===== src/rtl/gsf_pkg.sv =====
package gsf_pkg;

  localparam int PIX_W    = 16;
  localparam int WT_A     = 76;
  localparam int WT_B     = 29;
  localparam int WT_C     = 150;
  localparam int LUMA_RND = 128;
  localparam int QNT_RND  = 4;

  typedef struct packed {
    logic [7:0] a;
    logic [7:0] b;
    logic [7:0] c;
  } chan8_t;

  // widen the three packed fields to 8 bits each
  function automatic chan8_t widen(input logic [PIX_W-1:0] p);
    chan8_t r;
    r.a = {p[15:11], 3'b000};
    r.b = {p[10:6],  3'b000};
    r.c = {p[5:0],   2'b00};
    return r;
  endfunction

  // weighted sum including rounding constant; the maximum fits 16 bits
  function automatic logic [15:0] weigh(input chan8_t ch);
    logic [15:0] s;
    s = ({8'd0, ch.a} * 16'(WT_A)) + ({8'd0, ch.b} * 16'(WT_B))
      + ({8'd0, ch.c} * 16'(WT_C)) + 16'(LUMA_RND);
    return s;
  endfunction

  function automatic logic [7:0] luma(input logic [15:0] s);
    return s[15:8];
  endfunction

  // requantise with saturation and replicate into the packed layout
  function automatic logic [PIX_W-1:0] repack(input logic [7:0] g);
    logic [8:0] g4;
    logic [7:0] sat;
    logic [4:0] q;
    g4  = {1'b0, g} + 9'(QNT_RND);
    sat = g4[8] ? 8'hFF : g4[7:0];
    q   = sat[7:3];
    return {q, q, q, 1'b0};
  endfunction

endpackage


===== src/rtl/gsf_column_tracker.sv =====
module gsf_column_tracker #(
  parameter int COL_W = 12
) (
  input  logic             clk,
  input  logic             rst_n,
  input  logic             fire,
  input  logic             sof,
  input  logic             eol,
  input  logic [COL_W-1:0] width,
  output logic             pass,
  output logic [COL_W-1:0] col_q,
  output logic [COL_W-1:0] half_q
);

  logic [COL_W-1:0] pix_col;
  logic [COL_W-1:0] thresh;

  assign pix_col = sof ? '0 : col_q;
  assign thresh  = sof ? (width >> 1) : half_q;
  assign pass    = pix_col < thresh;

  always_ff @(posedge clk or negedge rst_n) begin
    if (!rst_n) begin
      col_q  <= '0;
      half_q <= '0;
    end else if (fire) begin
      if (sof) half_q <= width >> 1;
      if (eol)      col_q <= '0;
      else          col_q <= pix_col + COL_W'(1);
    end
  end

endmodule


===== src/rtl/gsf_luma_pipe.sv =====
module gsf_luma_pipe
  import gsf_pkg::*;
(
  input  logic             clk,
  input  logic             rst_n,
  input  logic             en,
  input  logic             in_valid,
  input  logic [PIX_W-1:0] in_data,
  input  logic             in_pass,
  input  logic             in_user,
  input  logic             in_last,
  output logic             st1_valid,
  output logic             out_valid,
  output logic [PIX_W-1:0] out_data,
  output logic             out_pass,
  output logic             out_user,
  output logic             out_last
);

  // stage 1: products and sum
  logic [15:0]      s1_sum;
  logic [PIX_W-1:0] s1_data;
  logic             s1_pass, s1_user, s1_last;

  always_ff @(posedge clk or negedge rst_n) begin
    if (!rst_n) begin
      st1_valid <= 1'b0;
      s1_sum    <= '0;
      s1_data   <= '0;
      s1_pass   <= 1'b0;
      s1_user   <= 1'b0;
      s1_last   <= 1'b0;
    end else if (en) begin
      st1_valid <= in_valid;
      if (in_valid) begin
        s1_sum  <= weigh(widen(in_data));
        s1_data <= in_data;
        s1_pass <= in_pass;
        s1_user <= in_user;
        s1_last <= in_last;
      end
    end
  end

  // stage 2: scale, requantise, select
  always_ff @(posedge clk or negedge rst_n) begin
    if (!rst_n) begin
      out_valid <= 1'b0;
      out_data  <= '0;
      out_pass  <= 1'b0;
      out_user  <= 1'b0;
      out_last  <= 1'b0;
    end else if (en) begin
      out_valid <= st1_valid;
      if (st1_valid) begin
        out_data <= s1_pass ? s1_data : repack(luma(s1_sum));
        out_pass <= s1_pass;
        out_user <= s1_user;
        out_last <= s1_last;
      end
    end
  end

endmodule


===== src/rtl/gray_split_filter.sv =====
module gray_split_filter
  import gsf_pkg::*;
#(
  parameter int COL_W = 12
) (
  input  logic             clk,
  input  logic             rst_n,
  input  logic [COL_W-1:0] s_width,
  input  logic             s_valid,
  output logic             s_ready,
  input  logic [PIX_W-1:0] s_data,
  input  logic             s_user,
  input  logic             s_last,
  output logic             m_valid,
  input  logic             m_ready,
  output logic [PIX_W-1:0] m_data,
  output logic             m_user,
  output logic             m_last
);

  // named internal events, observed by the bound checker
  logic             adv;
  logic             in_fire;
  logic             col_pass;
  logic [COL_W-1:0] col_dbg;
  logic [COL_W-1:0] half_dbg;
  logic             st1_dbg;
  logic             pass_dbg;

  assign adv     = !m_valid || m_ready;
  assign s_ready = adv;
  assign in_fire = s_valid && adv;

  gsf_column_tracker #(.COL_W(COL_W)) u_col (
    .clk    (clk),
    .rst_n  (rst_n),
    .fire   (in_fire),
    .sof    (s_user),
    .eol    (s_last),
    .width  (s_width),
    .pass   (col_pass),
    .col_q  (col_dbg),
    .half_q (half_dbg)
  );

  gsf_luma_pipe u_pipe (
    .clk       (clk),
    .rst_n     (rst_n),
    .en        (adv),
    .in_valid  (s_valid),
    .in_data   (s_data),
    .in_pass   (col_pass),
    .in_user   (s_user),
    .in_last   (s_last),
    .st1_valid (st1_dbg),
    .out_valid (m_valid),
    .out_data  (m_data),
    .out_pass  (pass_dbg),
    .out_user  (m_user),
    .out_last  (m_last)
  );

endmodule


===== config.mk =====
export PLATFORM = sky130hd
export DESIGN_NAME = gray_split_filter
export DESIGN_NICKNAME = d
export VERILOG_FILES = /design/src/rtl/gsf_pkg.sv /design/src/rtl/gsf_column_tracker.sv /design/src/rtl/gsf_luma_pipe.sv /design/src/rtl/gray_split_filter.sv
export SDC_FILE = /design/constraint.sdc
export NUM_CORES = 1
export LEC_CHECK = 0
export ABC_AREA = 0
export BUFFER_PORTS_ARGS = -buffer_cell sky130_fd_sc_hd__clkbuf_2
export CAP_MARGIN = 20
export CORE_MARGIN = 2
export CORE_UTILIZATION = 23
export DETAILED_ROUTE_END_ITERATION = 16
export HOLD_SLACK_MARGIN = 0.15
export MAX_ROUTING_LAYER = met4
export PLACE_DENSITY_LB_ADDON = 0.1
export SYNTH_ARGS = -nofsm -noshare
export SYNTH_HDL_FRONTEND = slang
export SYNTH_HIERARCHICAL = 1
export SYNTH_SLANG_ARGS = --single-unit
export TNS_END_PERCENT = 20

===== constraint.sdc =====
create_clock -name clk -period 2 [get_ports clk]
set_clock_uncertainty 0.2 [all_clocks]
set_input_delay 0.4 -clock clk [delete_from_list [all_inputs] [get_ports clk]]
set_output_delay 0.4 -clock clk [all_outputs]
set_load 0.03 [all_outputs]

Word-level counts from Yosys, hierarchy flattened
Index checks and enable logic that the tools add are counted.
- bits in registers: 79
- input bits: 34
- output and inout bits: 20
- logic and storage cells: 31
- $add $sub $neg: 5
- $mul: 3
- order comparisons: 1
- multiplexer cells: 5
- reduce and logical (&&, ||, !) cells: 5
- operator list (kind ; count):
    $mux W12 ; 3
    $mul A5 B5 Y10 const B ; 2
    $add A15 B13 Y16 ; 1
    $add A16 B16 Y16 ; 1
    $add A16 B8 Y16 const B ; 1
    $mux W16 ; 1
    $mul A6 B7 Y13 const B ; 1
    $add A12 B1 Y12 const B ; 1
    $lt A12 B12 Y1 ; 1
    $add A8 B3 Y9 const B ; 1
    $mux W8 ; 1
    $reduce_and A2 Y1 ; 2
    $logic_and A1 B1 Y1 ; 1
    $logic_not A1 Y1 ; 1
    $logic_or A1 B1 Y1 ; 1

Logic depth before layout (Yosys ltp)
- word-level depth: 4
- depth in mapped cells: 21

Modules after synthesis
Netlist, hierarchy kept.
- by module, submodules not included (module ; instances ; cells an instance ; area each (sq um)):
    gsf_luma_pipe ; 1 ; 404 ; 4040.1
    gsf_column_tracker ; 1 ; 159 ; 1570.3
    gray_split_filter ; 1 ; 2 ; 22.5

Worst setup path before layout
OpenSTA, ideal clock, no wires.
- path kind: input port to flip-flop
- from: input port s_data[3]
- to: register u_pipe.s1_sum[15]
- arrival time: 4887 ps
- slack: -3156 ps
- stages: 20
- buffers on the path: 0
- cell sequence: ha_1 -> ha_1 -> fa_1 -> inv_1 -> fa_1 -> nor2b_1 -> o21ai_0 -> a21oi_1 -> o21ai_0 -> nor2b_1 -> xnor2_1 -> fa_1 -> ha_1 -> ha_1 -> and3_1 -> nand3_1 -> nor3_1 -> a311o_1 -> or3_1 -> nand3_1
- cells in the longest elaborated chain, start to end: 3
- ends and longest elaborated chain (what ; line ; source):
    start: declaration ; gray_split_filter.sv:11 ; input logic [PIX_W-1:0] s_data,
    $mul A6 B7 Y13 ; gsf_pkg.sv:29 ; + ({8'd0, ch.c} * 16'(WT_C)) + 16'(LUMA_RND);
    $add A16 B16 Y16 ; gsf_pkg.sv:29 ;
    $add A16 B8 Y16 ; gsf_pkg.sv:29 ;
    end signal: assignment ; gsf_luma_pipe.sv:36 ; s1_sum <= weigh(widen(in_data));
    end: declaration ; gsf_luma_pipe.sv:21 ; logic [15:0] s1_sum;
No other way between the ends.
A chain may end at the register's enable or synchronous reset.

Worst setup path in the final report
- from: input port s_data[7]
- to: register u_pipe.s1_sum[15]
- cells in the longest elaborated chain, start to end: 4
- ends and longest elaborated chain (what ; line ; source):
    $mul A5 B5 Y10 ; gsf_pkg.sv:28 ; s = ({8'd0, ch.a} * 16'(WT_A)) + ({8'd0, ch.b} * 16'(WT_B))
    $add A15 B13 Y16 ; gsf_pkg.sv:28 ;
    $add A16 B16 Y16 ; gsf_pkg.sv:29 ;
    $add A16 B8 Y16 ; gsf_pkg.sv:29 ;
No other way between the ends.

==> summary.txt <==
Timing
  – RSZ-0062 raised after global routing: true
  – Slew Viols, Final: 0
  – Setup ws final: -2.57 ns
  – Minimum clock period after layout: 4.57 ns
  – Slew of the pin with the lowest slew margin: 0.489 ns
  – # setup viols final: 7
  – Slew HR: 0.672
  – Tcrit/Tclk final: 2.29
  – Final Hold Fails: 0
  – Fmax: 0.219 GHz
  – Hold Slack: 0.207 ns

Cells and area
  – Area grow syn2layout: 42.9%
  – Final Util: 0.332
  – Most common cell after layout, fill and taps aside: buf_4
  – Final #Nets: 874
  – Share of layout cells above drive strength 1: 0.377
  – Antenna cells: 0
  – Most frequent cells in the layout: 105 x buf_4, 69 x ha_1, 69 x dfrtp_1

Pwr
  – Worst IR Drop VDD: 745 µV
  – Pleak: 3.77 nW
  – Pwr/cell area: 1340 nW/µm²
  – Power, Total: 10.7 mW

CTS
  – Worst-Skew Late Latency: 0.33 ns
  – Total CTS buffers: 9
  – CTS Buffer Depth: 2
  – Sink Count: 69
  – CTS HTree Levels: 3
  – CTS tree: built
  – Root Buffer: clkbuf_16
  – Clock-pin slew on the worst setup and hold paths: 0.06 ns

Yosys
  – Average size of a mapped cell: 9.96 µm²
  – Gate Count Post-Synth: 562
  – Yosys warning count: 6
  – Syn nets: 707
  – Synthesized area: 5600 µm²

Critical path
  – Worst-case reg-to-reg path depth: 7
  – Worst setup SP type: input pin
  – Crit-path cells: clkbuf_8 -> fa_1 -> ha_4 -> ha_4 -> ha_1 -> a21o_1 -> a21oi_4 -> o21bai_1 -> a21oi_1 -> xnor2_1 -> fa_1 -> ha_4 -> ha_4 -> a21oi_2 -> o21ai_4 -> buf_4 -> o41ai_2 -> or3_1 -> nand3_1
  – CP arrival: 4.58 ns
  – Slowest stage delay, CP: 0.58 ns
  – Worst R2R Setup Slack: -0.10 ns
  – Worst reg2reg startpoint: u_col/half_q[9]$_DFFE_PN0P_
  – Most frequent CP cell: ha_4
  – Cell at the slowest stage of the critical path: fa_1
  – RR Endpoint: u_pipe/s1_pass$_DFFE_PN0P_
  – CP endpoint kind: flop
  – WP data required: 2.01 ns
  – Buf+Inv Stages, Crit Path: 2
  – CP max FO: 3
  – Kind of critical path: in2reg
  – Cell family with most CP delay: adder cells

Floorplanning
  – Rows: 57
  – I/O pin cnt: 54
  – Initial Util: 0.232
  – Die height: 160 µm
  – Die area: 25600 µm²
  – Die Wd: 160 µm
  – Core area: 24100 µm²

Place
  – Routability congestion estimate: 0.807
  – Hpwl dp: 12700 µm
  – PortBufs: 52

Drt
  – Drt via density: 4.39
  – Remaining DRCs: 0
  – DRT Pass-1 Iters: 4
  – Wire per inst: 14.6 µm
  – Number of DRC markers in iteration 0: 136
  – ANT nets after route: 0
  – Post-Route WL: 15500 µm
  – DR vias: 4642

Global route
  – Initial antenna violation count: 0
  – GRT Total Usage: 0.128
  – Largest net degree at the start of global routing: 37
  – First-pass GRT wire length: 25400 µm
  – Vias in the first global route: 4934
  – Grt ovf: 0

Hold path
  – Hold depth: 3
  – Hold crit path type: in2reg
  – Hold Crit Start: s_width[10]
  – Hold EP: u_col/half_q[9]$_DFFE_PN0P_

Outcome
  – Outcome: finished with violations
  – Violated checks: negative setup slack

Run
  – Max-cap violations: 0
what timing repair did:
action                                  in CTS  in global routing
gates resized for setup                     35                 17
buffers inserted                             0                  1
pin swaps                                   15                 17
hold buffers                                10                  0
hold endpoints to repair                    78                  0
endpoints found under the setup margin      10                  8
layer usage:
metal / up-vias / track usage / routed length (µm)
li1: 2339 / - / -
met1: 2249 / 0.150 / 6980
met2: 44 / 0.234 / 8090
met3: 10 / 0.0153 / 221
met4: 0 / 0.0287 / 165
met5: - / - / 0
state kept, by name, summed over array words and instances, names as in the netlist:
signal,flops
u_pipe/out_data,16
u_col/col_q,12
u_pipe/s1_last,1
u_pipe/out_last,1
u_pipe/s1_sum,6
u_pipe/s1_data,16
u_pipe/s1_user,1
u_pipe/st1_valid,1
u_pipe/s1_pass,1
u_col/half_q,12
u_pipe/out_valid,1
u_pipe/out_user,1
area by class of cell:
type	instances	area, µm²
repair buffers	172	1280
clock buffers	11	243
flip-flops and latches	69	1730
clock inverters	5	82.6
multi-input cells	424	4060
inverters	53	199
well taps	324	405
fillers	2545	16100
worst register-to-register path, delay by kind of cell (launching register included):
| family | cells | cell delay (ns) |
|---|---|---|
| fa+ha+maj | 1 | 0.28 |
| mux | 2 | 0.33 |
| flops | 1 | 0.37 |
| compound gates | 4 | 0.87 |
metrics by stage:
stage / setup TNS, ns / instances / setup WS, ns / cell area (µm²)
2_1_floorplan: -15.66 / 562 / -2.71 / 5820
3_3_place_gp: -19.47 / 1031 / -3.08 / 7290
3_5_place_dp: -19.74 / 1031 / -3.18 / 7290
4_1_cts: -14.33 / 1057 / -2.71 / 7900
5_1_grt: -15.20 / 1058 / -2.74 / 8000
6_report: -14.06 / 1058 / -2.57 / 8000
report_power, final:
| part | leakage, nW | internal, mW | switching (mW) | total, mW |
|---|---|---|---|---|
| Clock | 0.160 | 1.13 | 0.610 | 1.74 |
| Sequential | 0.838 | 1.74 | 0.238 | 1.98 |
| Combinational | 2.77 | 3.55 | 3.44 | 6.99 |
| Total | 3.77 | 6.42 | 4.29 | 10.7 |
worst max-delay path by stage:
stage	cells past startpoint	end	startpoint
5_1_grt	21	u_pipe/s1_sum[15]$_DFFE_PN0P_	s_data[3]
6_report	19	u_pipe/s1_sum[15]$_DFFE_PN0P_	s_data[7]
2_1_floorplan	20	u_pipe/s1_sum[15]$_DFFE_PN0P_	s_data[3]
3_3_place_gp	21	u_pipe/s1_sum[15]$_DFFE_PN0P_	s_data[8]
3_5_place_dp	21	u_pipe/s1_sum[15]$_DFFE_PN0P_	s_data[8]
4_1_cts	21	u_pipe/s1_sum[15]$_DFFE_PN0P_	s_data[3]
No activity file was read; power rests on OpenSTA's default activity.
